`src/rtl/sar5_pkg.sv`:
```
package sar5_pkg;

  // Conversion phases seen by the pacing counter
  typedef enum logic [1:0] {
    PH_IDLE   = 2'd0,
    PH_SAMPLE = 2'd1,
    PH_BITS   = 2'd2
  } sar_phase_e;

  // Width for a counter that must hold values 0..n
  function automatic int cnt_width(input int n);
    return (n < 2) ? 1 : $clog2(n + 1);
  endfunction

endpackage

```
`src/rtl/sar5_rst_sync.sv`:
```
module sar5_rst_sync (
  input  logic clk,
  input  logic rst_n,
  output logic rst_sync_n
);

  logic stage1_q;
  logic stage2_q;

  always_ff @(posedge clk or negedge rst_n) begin
    if (!rst_n) begin
      stage1_q <= 1'b0;
      stage2_q <= 1'b0;
    end else begin
      stage1_q <= 1'b1;
      stage2_q <= stage1_q;
    end
  end

  assign rst_sync_n = stage2_q;

endmodule

```
`src/rtl/sar5_pacer.sv`:
```
module sar5_pacer #(
  parameter int RES_BITS   = 5,
  parameter int SAMPLE_CYC = 16,
  parameter int STEP_CYC   = 16
) (
  input  logic clk,
  input  logic rst_n,
  input  logic kick_i,
  input  logic run_i,
  output logic [sar5_pkg::cnt_width(RES_BITS)-1:0] step_o,
  output logic tick_o
);
  import sar5_pkg::*;

  localparam int MAX_LEN = (SAMPLE_CYC > STEP_CYC) ? SAMPLE_CYC : STEP_CYC;
  localparam int SUB_W   = cnt_width(MAX_LEN);
  localparam int PH_W    = cnt_width(RES_BITS);
  localparam logic [SUB_W-1:0] SAMPLE_END = SUB_W'(SAMPLE_CYC - 1);
  localparam logic [SUB_W-1:0] STEP_END   = SUB_W'(STEP_CYC - 1);

  logic [SUB_W-1:0] sub_q, sub_d;
  logic [PH_W-1:0]  step_q, step_d;
  logic             tick;
  logic             cnt_en;

  // Step 0 is the sampling window; steps 1..RES_BITS are bit decisions
  assign tick   = run_i && (sub_q == ((step_q == '0) ? SAMPLE_END : STEP_END));
  assign cnt_en = kick_i || run_i;

  always_comb begin
    sub_d  = sub_q;
    step_d = step_q;
    if (kick_i) begin
      sub_d  = '0;
      step_d = '0;
    end else if (tick) begin
      sub_d  = '0;
      step_d = step_q + 1'b1;
    end else begin
      sub_d  = sub_q + 1'b1;
    end
  end

  always_ff @(posedge clk or negedge rst_n) begin
    if (!rst_n) begin
      sub_q  <= '0;
      step_q <= '0;
    end else if (cnt_en) begin
      sub_q  <= sub_d;
      step_q <= step_d;
    end
  end

  assign step_o = step_q;
  assign tick_o = tick;

endmodule

```
`src/rtl/sar5_core.sv`:
```
module sar5_core #(
  parameter int RES_BITS = 5,
  parameter int CH_W     = 1
) (
  input  logic                clk,
  input  logic                rst_n,
  input  logic                start_i,
  input  logic [CH_W-1:0]     chan_i,
  input  logic                cmp_i,
  input  logic                rd_i,
  input  logic                tick_i,
  input  logic [sar5_pkg::cnt_width(RES_BITS)-1:0] step_i,
  output logic                kick_o,
  output logic                busy_o,
  output logic                done_o,
  output logic [RES_BITS-1:0] dac_o,
  output logic [RES_BITS-1:0] result_o,
  output logic [CH_W-1:0]     chan_o,
  output sar5_pkg::sar_phase_e phase_o
);
  import sar5_pkg::*;

  localparam int PH_W = cnt_width(RES_BITS);
  localparam logic [PH_W-1:0] LAST_STEP = PH_W'(RES_BITS);

  logic                busy_q, busy_d;
  logic                done_q, done_d;
  logic [RES_BITS-1:0] sar_q, sar_d;
  logic [RES_BITS-1:0] res_q, res_d;
  logic [CH_W-1:0]     chan_q;
  logic [RES_BITS-1:0] trial;
  logic                kick;
  logic                decide;

  assign kick   = start_i && !busy_q;
  assign decide = busy_q && tick_i && (step_i != '0);

  // One-hot trial bit: step 1 tries the MSB, step RES_BITS the LSB
  generate
    for (genvar b = 0; b < RES_BITS; b++) begin : g_trial
      assign trial[b] = busy_q && (int'(step_i) == RES_BITS - b);
    end
  endgenerate

  always_comb begin
    busy_d = busy_q;
    done_d = done_q;
    sar_d  = sar_q;
    res_d  = res_q;
    if (rd_i) begin
      done_d = 1'b0;
    end
    if (kick) begin
      busy_d = 1'b1;
      done_d = 1'b0;
      sar_d  = '0;
    end else if (decide) begin
      for (int b = 0; b < RES_BITS; b++) begin
        if (trial[b]) begin
          sar_d[b] = cmp_i;
        end
      end
      if (step_i == LAST_STEP) begin
        busy_d = 1'b0;
        done_d = 1'b1;
        res_d  = sar_d;
      end
    end
  end

  always_ff @(posedge clk or negedge rst_n) begin
    if (!rst_n) begin
      busy_q <= 1'b0;
      done_q <= 1'b0;
      sar_q  <= '0;
      res_q  <= '0;
    end else begin
      busy_q <= busy_d;
      done_q <= done_d;
      sar_q  <= sar_d;
      res_q  <= res_d;
    end
  end

  always_ff @(posedge clk or negedge rst_n) begin
    if (!rst_n) begin
      chan_q <= '0;
    end else if (kick) begin
      chan_q <= chan_i;
    end
  end

  always_comb begin
    if (!busy_q)            phase_o = PH_IDLE;
    else if (step_i == '0)  phase_o = PH_SAMPLE;
    else                    phase_o = PH_BITS;
  end

  assign kick_o   = kick;
  assign busy_o   = busy_q;
  assign done_o   = done_q;
  assign dac_o    = busy_q ? (sar_q | trial) : '0;
  assign result_o = res_q;
  assign chan_o   = chan_q;

endmodule

```
`src/rtl/sar5_pinmux.sv`:
```
module sar5_pinmux #(
  parameter int PINS = 2
) (
  input  logic            clk,
  input  logic            rst_n,
  input  logic            wr_i,
  input  logic [PINS-1:0] mode_i,
  input  logic [PINS-1:0] pin_i,
  output logic [PINS-1:0] mode_o,
  output logic [PINS-1:0] rd_o
);

  logic [PINS-1:0] mode_q;

  always_ff @(posedge clk or negedge rst_n) begin
    if (!rst_n) begin
      mode_q <= '0;
    end else if (wr_i) begin
      mode_q <= mode_i;
    end
  end

  // Analog-mode pins have their digital buffer off and read as low
  generate
    for (genvar p = 0; p < PINS; p++) begin : g_pin
      assign rd_o[p] = mode_q[p] ? 1'b0 : pin_i[p];
    end
  endgenerate

  assign mode_o = mode_q;

endmodule

```
`src/rtl/sar5_seq.sv`:
```
module sar5_seq #(
  parameter int RES_BITS    = 5,
  parameter int CHANNELS    = 2,
  parameter int CONV_CYCLES = 96,
  localparam int CH_W       = (CHANNELS > 1) ? $clog2(CHANNELS) : 1
) (
  input  logic                clk,
  input  logic                rst_n,
  input  logic                start_i,
  input  logic [CH_W-1:0]     chan_i,
  input  logic                cmp_i,
  input  logic                result_rd_i,
  input  logic                mode_wr_i,
  input  logic [CHANNELS-1:0] mode_i,
  input  logic [CHANNELS-1:0] pin_i,
  output logic [RES_BITS-1:0] dac_code_o,
  output logic [CH_W-1:0]     chan_sel_o,
  output logic                busy_o,
  output logic                done_o,
  output logic [RES_BITS-1:0] result_o,
  output logic [CHANNELS-1:0] mode_o,
  output logic [CHANNELS-1:0] pin_rd_o
);
  import sar5_pkg::*;

  localparam int STEP_CYC   = CONV_CYCLES / (RES_BITS + 1);
  localparam int SAMPLE_CYC = CONV_CYCLES - RES_BITS * STEP_CYC;
  localparam int PH_W       = cnt_width(RES_BITS);

  logic            rst_int_n;
  logic            kick;
  logic            tick;
  logic [PH_W-1:0] step;
  sar_phase_e      phase;

  sar5_rst_sync u_rst (
    .clk        (clk),
    .rst_n      (rst_n),
    .rst_sync_n (rst_int_n)
  );

  sar5_pacer #(
    .RES_BITS   (RES_BITS),
    .SAMPLE_CYC (SAMPLE_CYC),
    .STEP_CYC   (STEP_CYC)
  ) u_pacer (
    .clk    (clk),
    .rst_n  (rst_int_n),
    .kick_i (kick),
    .run_i  (busy_o),
    .step_o (step),
    .tick_o (tick)
  );

  sar5_core #(
    .RES_BITS (RES_BITS),
    .CH_W     (CH_W)
  ) u_core (
    .clk      (clk),
    .rst_n    (rst_int_n),
    .start_i  (start_i),
    .chan_i   (chan_i),
    .cmp_i    (cmp_i),
    .rd_i     (result_rd_i),
    .tick_i   (tick),
    .step_i   (step),
    .kick_o   (kick),
    .busy_o   (busy_o),
    .done_o   (done_o),
    .dac_o    (dac_code_o),
    .result_o (result_o),
    .chan_o   (chan_sel_o),
    .phase_o  (phase)
  );

  sar5_pinmux #(
    .PINS (CHANNELS)
  ) u_pins (
    .clk    (clk),
    .rst_n  (rst_int_n),
    .wr_i   (mode_wr_i),
    .mode_i (mode_i),
    .pin_i  (pin_i),
    .mode_o (mode_o),
    .rd_o   (pin_rd_o)
  );

endmodule

```
`config.mk`:
```
export PLATFORM = sky130hd
export DESIGN_NAME = sar5_seq
export DESIGN_NICKNAME = d
export VERILOG_FILES = /design/src/rtl/sar5_pkg.sv /design/src/rtl/sar5_rst_sync.sv /design/src/rtl/sar5_pacer.sv /design/src/rtl/sar5_core.sv /design/src/rtl/sar5_pinmux.sv /design/src/rtl/sar5_seq.sv
export SDC_FILE = /design/constraint.sdc
export NUM_CORES = 1
export LEC_CHECK = 0
export ABC_AREA = 1
export CAP_MARGIN = 10
export CORE_MARGIN = 2
export CORE_UTILIZATION = 35
export CTS_BUF_LIST = sky130_fd_sc_hd__clkbuf_8 sky130_fd_sc_hd__clkbuf_16
export DETAILED_ROUTE_END_ITERATION = 8
export SKIP_CTS_REPAIR_TIMING = 1
export SYNTH_ARGS = -nofsm -noshare
export SYNTH_HDL_FRONTEND = slang
export SYNTH_SLANG_ARGS = --single-unit
```
`constraint.sdc`:
```
create_clock -name clk -period 1.4 [get_ports clk]
set_clock_uncertainty 0.15 [all_clocks]
set_input_delay 0.28 -clock clk [delete_from_list [all_inputs] [get_ports clk]]
set_output_delay 0.28 -clock clk [all_outputs]
set_load 0.01 [all_outputs]
```
==> results.toml, run 1 <==
[cts]
clock_sink_count = 25
cts_root_buffer = "sky130_fd_sc_hd__clkbuf_8"
cts_inserted_buffers = 3
clock_tree.htree_level_count = 1
clk_pin_slew_worst_paths_ns = 0.09
clock_insertion_delay_worst_skew_ns = 0.27
cts_buffer_depth = 2
tritoncts = "done"

[sta]
fin_crit_sh = 1.30
drv_slew = 0
max_freq_mhz = 548
worst_hold_slack_ns = 0.0774
finalWorstPathRequiredPeriod_ns = 1.83
rsz_0062_raised_after_global_routing = "yes"
setup_violations = 19
worst_slack_ns = -0.426
finalHoldViolations = 0

[flow_run]
maxCapViolCount = 0

[final_layout]
multi_input_area_um2 = 823
layout.cells.most_common = "sky130_fd_sc_hd__nand2_1"
layout.cells.most_common_list = "34 x sky130_fd_sc_hd__nand2_1, 22 x sky130_fd_sc_hd__dfrtp_1, 20 x sky130_fd_sc_hd__buf_4, 13 x sky130_fd_sc_hd__inv_1, 12 x sky130_fd_sc_hd__nand2_2"
share_of_layout_cells_above_drive_strength_1 = 0.490
syn2layout_area_growth_pct = 70.8
fillers = 320
regArea_um2 = 629
final_nets = 228
insertedDiodeCount = 0

[route]
post_drt_wl_per_cell_um = 13.4
drc = 0
detailedRoute.firstIterationViolations = 56
via_density_per_instance = 4.84
wirelength_um = 3450
detail_route.first_pass.iterations = 4
num_vias = 1250
ant_nets = 0

[placement]
dp.final_hpwl_um = 2280
preCtsSetupSlack_ns = -0.552
gp_routability_congestion = 0.761
port_buffers = 27

[critical_path]
library_cell_appearing_most_often_on_the_critical_path = "sky130_fd_sc_hd__ha_4"
path_max_fanout = 3
crit_path_dat_ns = 1.40
worst_setup_end_kind = "output port"
worst_path_max_delay_cell = "sky130_fd_sc_hd__dfrtp_2"
required_ns = 0.97
crit_chain = "ha_4 -> ha_4 -> o21a_1 -> buf_2"
crit_path_start_kind = "flip-flop"
timing_worst_setup_path_type = "reg -> out"
timing.critical_path.slowest_cell_delay_ns = 0.48

[die]
initial_utilization = 0.358
core-area_mm2 = 0.00361
die_width_um = 64.7
die_height_um = 64.7
top_level_ports = 28
rows = 22
floorplan.die_area_mm2 = 0.00419

[global_route]
global_route.usage.met2 = 0.294
globalRouteMet3Util = 0.0226
via_count_of_the_first_global_routing_pass = 1200
global_route.usage.met1 = 0.172
grt_start_max_net_pins = 24
grt_most_used_layer = "met2"
grt_antenna_before_repair = 0
globalRouteOverflowTotal = 0
gr-usage-all-layers = 0.155
grt_first_pass_wirelength_um = 5020

[power]
power-per-cell-area_mw_per_mm2 = 1770
power.ir.vdd_worst_mv = 0.789
leakagePower_uw = 0.00106

[synth]
syn_nets = 166
synth_seq_area_share = 0.484
syn_inst = 149
synth_cell_types = 21
synth_top_area_share = 0.484
synth_area_leaders = "sky130_fd_sc_hd__dfrtp_1 48%, sky130_fd_sc_hd__nand2_1 14%, sky130_fd_sc_hd__ha_1 5.8%, sky130_fd_sc_hd__nand3_1 4.7%, sky130_fd_sc_hd__inv_1 4.7%"
synth_top_area_cell = "sky130_fd_sc_hd__dfrtp_1"
synth.ff_latch_count = 25
synth.yosys.warnings = 0
post_synth_instance_area_mm2 = 0.00129
synthesis.area_per_instance_um2 = 8.67

[run_status]
failed_checks = "setup timing"
outcome = "finished, violations left"

[hold_path]
timing.hold.worst.class = "reg -> async"
routing by layer:
layer / vias up / part of all wire
li1: 595 / -
met1: 610 / 0.37
met2: 37 / 0.55
met3: 8 / 0.043
met4: 0 / 0.030
met5: - / 0
where the power goes:
part | total [uW] | leakage (uW) | switching (uW) | internal [uW]
combinational | 2270 | 0.000744 | 1100 | 1170
sequential | 1200 | 0.000292 | 228 | 975
clock | 431 | 0.0000269 | 234 | 197
per-stage QoR:
step | utilization | instance area (um2) | setup TNS (ns) | instances | power, uW
2_1_floorplan | - | 1300 | -0.0223 | 149 | 2060
3_3_place_gp | 0.494 | 1780 | -5.72 | 244 | 2800
3_5_place_dp | 0.494 | 1780 | -6.64 | 244 | 2880
4_1_cts | 0.506 | 1830 | -10.14 | 248 | 3310
5_1_grt | 0.612 | 2210 | -5.10 | 258 | 4190
6_report | 0.612 | 2210 | -3.69 | 258 | 3910
cell type report:
type	instances	area share
multi-input cells	103	0.373
flip-flops and latches	25	0.285
repair buffers	57	0.246
inverters	20	0.0442
well taps	48	0.0272
clock buffers	3	0.0187
repair inverters	1	0.00340
clock inverters	1	0.00170
synth_stat cells, drive strengths merged:
master,instances
o21a,1
a21oi,6
nand3b,1
ha,6
o22ai,1
mux2,2
nor2,12
buf,1
nand3,15
o21ai,8
a21boi,1
dfrtp,25
nand2,49
conb,1
inv,20
sequential cells by signal, summed over array words and instances, names as in the netlist:
name,cells
u_pacer.sub_q,5
u_rst.stage1_q,1
u_core.sar_q,5
u_pacer.step_o,3
u_pins.mode_o,2
u_rst.rst_sync_n,1
u_core.busy_o,1
u_core.chan_o,1
u_core.result_o,5
u_core.done_o,1
cell families (layout without fill, tap and decap cells):
kind of cell,count (synthesis),in the layout,share of synthesized area
adder cells (fa/ha/maj),6,6,0.0581
buffers and inverters,21,82,0.0669
AND/OR/NAND/NOR,77,77,0.299
flip-flops,25,25,0.484
other,1,1,0.00290
AO/OA/AOI/OAI,17,17,0.0707
multiplexers,2,2,0.0174
critical path: cells and delay by family (launching register included):
family	cells	cell delay (ns)
DFF	1	0.48
adders and majority gates	2	0.35
buffers and inverters	1	0.13
AOI/OAI and AO/OA	1	0.16
path summary, 6_finish.rpt:
path | slack, ns | depth (start not counted) | from | to
max | -0.43 | 4 | u_pacer.step_o[1] | dac_code_o[2]
min | 0.08 | 1 | u_rst.rst_sync_n | u_pacer.sub_q[0]
max reg2reg | -0.18 | 8 | u_pacer.step_o[1] | u_core.sar_q[4]
min reg2reg | 0.08 | 1 | u_rst.rst_sync_n | u_pacer.sub_q[0]
max in group asynchronous | 0.45 | 2 | rst_n | u_rst.stage1_q
min in group clk | 0.21 | 0 | u_rst.stage1_q | u_rst.rst_sync_n
No activity file was read; power rests on OpenSTA's default activity.
==> run 2, diff against run 1 <==
Clock period 1.4 ns to 1.8 ns, I/O delays scaled along.
==> results.toml, run 2 (synthesized netlist as in run 1, its figures left out) <==
[placement]
numPlacedInstances = 237
gp_routability_congestion = 0.887
placedInstanceArea_mm2 = 0.00172
dp.final_hpwl_um = 2150
port_buffers = 27

[cts]
cts_inserted_buffers = 3
cts_root_buffer = "sky130_fd_sc_hd__clkbuf_8"
clk_pin_slew_worst_paths_ns = 0.09
clock_insertion_delay_worst_skew_ns = 0.28
clock_tree.htree_level_count = 1
clock_sink_count = 25
cts_buffer_depth = 2
tritoncts = "done"

[power]
p_int_uw = 1530
power-per-cell-area_mw_per_mm2 = 1390
combPwrFrac = 0.503
power.total_uw = 2510
leakagePower_uw = 0.000887
total_switching_power_uw = 981
power.ir.vdd_worst_mv = 0.769
power.share.clock = 0.139
netSwitchingFraction = 0.391
reg_power_frac = 0.359

[run_status]
outcome = "finished, violations left"
failed_checks = "setup timing"

[final_layout]
fin_cells = 244
final_area_mm2 = 0.00181
final_nets = 214
share_of_layout_cells_above_drive_strength_1 = 0.276
layout.cells.most_common = "sky130_fd_sc_hd__nand2_1"
insertedDiodeCount = 0
layout.cells.most_common_list = "47 x sky130_fd_sc_hd__nand2_1, 24 x sky130_fd_sc_hd__dfrtp_1, 19 x sky130_fd_sc_hd__clkdlybuf4s50_1, 17 x sky130_fd_sc_hd__buf_4, 14 x sky130_fd_sc_hd__inv_1"
syn2layout_area_growth_pct = 40.2

[sta]
finalWorstPathRequiredPeriod_ns = 1.88
drv_slew = 0
worst_hold_slack_ns = 0.0699
setup_violations = 5
finalHoldViolations = 0
fin_crit_sh = 1.05
worst_slack_ns = -0.0820
max_freq_mhz = 531
rsz_0062_raised_after_global_routing = "yes"

[hold_path]
timing.hold.worst.class = "reg -> async"

[die]
top_level_ports = 28
die_height_um = 64.7
initial_utilization = 0.358
rows = 22
die_width_um = 64.7
floorplan.die_area_mm2 = 0.00419
core-area_mm2 = 0.00361

[route]
detailedRoute.firstIterationViolations = 42
detail_route.wirelength.met1_um = 1320
post_drt_wl_per_cell_um = 11.9
top_signal_layer_used = "met4"
wirelength_um = 2900
via_density_per_instance = 4.54
wl_met3_um = 97
ant_nets = 0
drc = 0
met2WireLength_um = 1430
num_vias = 1108
detail_route.first_pass.iterations = 4

[critical_path]
required_ns = 1.29
path_max_fanout = 3
worst_setup_end_kind = "output port"
timing_worst_setup_path_type = "reg -> out"
crit_path_dat_ns = 1.37
crit_path_start_kind = "flip-flop"

[global_route]
grt_first_pass_wirelength_um = 5020
grt_start_max_net_pins = 24
via_count_of_the_first_global_routing_pass = 1110
globalRouteOverflowTotal = 0
grt_antenna_before_repair = 0
gr-usage-all-layers = 0.156

[flow_run]
maxCapViolCount = 0
-- run 2: path summary, 6_finish.rpt --
kind / depth (start not counted) / slack (ns) / to / startpoint
max in group asynchronous: 1 / 1.18 / u_core.busy_o / u_rst.rst_sync_n
min reg2reg: 1 / 0.07 / u_core.sar_q[1] / u_rst.rst_sync_n
min in group clk: 0 / 0.21 / u_rst.rst_sync_n / u_rst.stage1_q
max: 5 / -0.08 / dac_code_o[1] / u_pacer.step_o[0]
max reg2reg: 7 / 0.26 / u_pacer.step_o[0] / u_core.busy_o
min: 1 / 0.07 / u_core.sar_q[1] / u_rst.rst_sync_n
-- run 2: routing by layer --
| layer | track usage | vias to the layer above |
|---|---|---|
| met2 | 0.246 | 27 |
| met3 | 0.0208 | 4 |
| li1 | - | 559 |
| met1 | 0.213 | 518 |
| met4 | 0.0718 | 0 |
| met5 | 0 | - |
-- run 2: final cells by class --
cell class | count | area [um2]
fillers | 356 | 1800
flip-flops and latches | 25 | 627
multi-input cells | 103 | 619
repair buffers | 44 | 380
inverters | 20 | 75.1
well taps | 48 | 60.1
clock buffers | 3 | 41.3
clock inverters | 1 | 7.51
-- run 2: power groups by stage --
stage / registers [uW] / logic (uW) / clock network, uW
floorplan: 924 / 657 / 0
global placement: 899 / 1220 / 0
detailed placement: 909 / 1250 / 0
CTS: 897 / 1250 / 359
global route: 930 / 1420 / 385
finish: 900 / 1260 / 348
-- run 2: per-stage QoR --
stage               utilization  setup TNS, ns  worst slack (ns)
floorplan                     -              0             0.209
global placement          0.476          -1.04            -0.166
detailed placement        0.476          -1.27            -0.248
CTS                       0.489          -3.08            -0.573
global route              0.502         -0.687            -0.165
finish                    0.502         -0.310           -0.0820
-- run 2: worst max-delay path: stages (launching register included) --
cell and delay, ns:
sky130_fd_sc_hd__dfrtp_1 0.42, sky130_fd_sc_hd__inv_2 0.09, sky130_fd_sc_hd__ha_2 0.19, sky130_fd_sc_hd__nand3_1 0.12, sky130_fd_sc_hd__a21oi_2 0.15, sky130_fd_sc_hd__clkbuf_2 0.14
==> run 3, diff against run 2 <==
Settings changed: CORE_UTILIZATION 35 to 49, MAX_ROUTING_LAYER from default to met4, PLACE_DENSITY from default to 0.78, RECOVER_POWER from default to 25.
==> results.toml, run 3 (synthesized netlist as in run 1, its figures left out) <==
[cts]
clock_insertion_delay_worst_skew_ns = 0.27
tritoncts = "done"
cts_inserted_buffers = 3
clk_pin_slew_worst_paths_ns = 0.09
clock_sink_count = 25
cts_buffer_depth = 2
clock_tree.htree_level_count = 1
cts_root_buffer = "sky130_fd_sc_hd__clkbuf_8"

[critical_path]
library_cell_appearing_most_often_on_the_critical_path = "sky130_fd_sc_hd__ha_1"
required_ns = 1.29
worst_setup_end_kind = "output port"
cp_num_buf_inv = 1
worst_path_top_cell_family_by_delay = "flip-flops"
setup.worst_path.start = "u_pacer.step_o[1]"
ff2ff_setup_slack_ns = 0.17
crit_path_dat_ns = 1.45
worst_path_max_delay_cell = "sky130_fd_sc_hd__dfrtp_1"
crit-reg2reg-launch = "u_pacer.step_o[0]"
timing.critical_path.slowest_cell_delay_ns = 0.43
timing_worst_setup_path_type = "reg -> out"
crit_path_start_kind = "flip-flop"
path_max_fanout = 3
crit_chain = "ha_1 -> ha_1 -> o21a_1 -> dlymetal6s2s_1"

[run_status]
failed_checks = "setup timing"
outcome = "finished, violations left"

[placement]
port_buffers = 27
preCtsSetupSlack_ns = -0.261
dp.final_hpwl_um = 2400
gp_routability_congestion = 0.836
placedInstanceArea_mm2 = 0.00169

[global_route]
globalRouteOverflowTotal = 0
grt_start_max_net_pins = 24
grt_first_pass_wirelength_um = 5400
gr-usage-all-layers = 0.225
grt_antenna_before_repair = 0
via_count_of_the_first_global_routing_pass = 1230

[die]
initial_utilization = 0.521
die_height_um = 55.3
die_width_um = 55.3
floorplan.die_area_mm2 = 0.00306
core-area_mm2 = 0.00248
top_level_ports = 28
rows = 18

[final_layout]
final_nets = 215
syn2layout_area_growth_pct = 42.4
insertedDiodeCount = 0
layout.cells.most_common_list = "47 x sky130_fd_sc_hd__nand2_1, 24 x sky130_fd_sc_hd__dfrtp_1, 18 x sky130_fd_sc_hd__clkdlybuf4s50_1, 16 x sky130_fd_sc_hd__buf_4, 15 x sky130_fd_sc_hd__inv_1"
layout.cells.most_common = "sky130_fd_sc_hd__nand2_1"
share_of_layout_cells_above_drive_strength_1 = 0.274
final_area_mm2 = 0.00184

[sta]
fin_crit_sh = 1.09
max_freq_mhz = 510
finalHoldViolations = 0
finalWorstPathRequiredPeriod_ns = 1.96
worstMarginPinSlew_ns = 1.27
setup_tns_ns = -0.490
rsz_0062_raised_after_global_routing = "yes"
setup_violations = 5
worst_slack_ns = -0.160
max-slew-margin-rel = 0.156
drv_slew = 0

[route]
drc = 0
post_drt_wl_per_cell_um = 14.6
num_vias = 1185
ant_nets = 0
detailedRoute.firstIterationViolations = 22
wirelength_um = 3310
via_density_per_instance = 5.22
detail_route.first_pass.iterations = 4

[power]
leakagePower_uw = 0.000918
power.total_uw = 2620
power.ir.vdd_worst_mv = 1.01
power-per-cell-area_mw_per_mm2 = 1430

[flow_run]
maxCapViolCount = 0

[hold_path]
timing.hold.worst.class = "in -> async"
run 3: cell types whose count changed in the layout (fill, tap and decap cells not counted), moves of 2 or more:
cell                       change
sky130_fd_sc_hd__ha_2          -2
sky130_fd_sc_hd__nand3_1       -3
sky130_fd_sc_hd__clkbuf_2      -2
sky130_fd_sc_hd__nand3_4       +2
run 3: through the flow:
stage               hold slack [ns]  std cells  utilization
CTS                          0.0828        222        0.698
finish                        0.173        227        0.742
global placement             0.0727        218        0.680
global route                  0.172        227        0.742
detailed placement           0.0745        218        0.680
floorplan                   -0.0856        149            -
run 3: cell type report:
type	instances	area, um2
Inverter	20	77.6
Multi-Input combinational cell	103	657
Tap cell	30	37.5
Clock buffer	3	41.3
Fill cell	186	638
Clock inverter	1	3.75
Sequential cell	25	627
Timing Repair Buffer	45	395
run 3: report_power, final:
part	internal, uW	leakage, uW	switching (uW)
clock network	153	0.0000269	178
logic	658	0.000596	722
registers	755	0.000295	156
run 3: routing by layer:
layer | GRT usage | part of all wire
met1 | 0.245 | 0.39
met2 | 0.418 | 0.58
met3 | 0.0211 | 0.030
met4 | 0.0871 | 0.0081
met5 | - | 0
run 3: worst paths after layout:
| check | endpoint | cells after the start |
|---|---|---|
| min | u_rst.rst_sync_n | 1 |
| max reg2reg | u_core.sar_q[3] | 8 |
| max in group asynchronous | u_core.busy_o | 1 |
| max | dac_code_o[2] | 4 |
| min in group clk | u_rst.rst_sync_n | 0 |
| min reg2reg | u_rst.rst_sync_n | 0 |
run 3: worst register-to-register path: stages (launching register included):
cell and delay (ns):
sky130_fd_sc_hd__dfrtp_1 0.41, sky130_fd_sc_hd__buf_6 0.14, sky130_fd_sc_hd__inv_4 0.07, sky130_fd_sc_hd__ha_2 0.18, sky130_fd_sc_hd__nand3_2 0.10, sky130_fd_sc_hd__buf_4 0.16, sky130_fd_sc_hd__o21ai_1 0.21, sky130_fd_sc_hd__nand2_1 0.10
sky130_fd_sc_hd__nand2_1 0.07
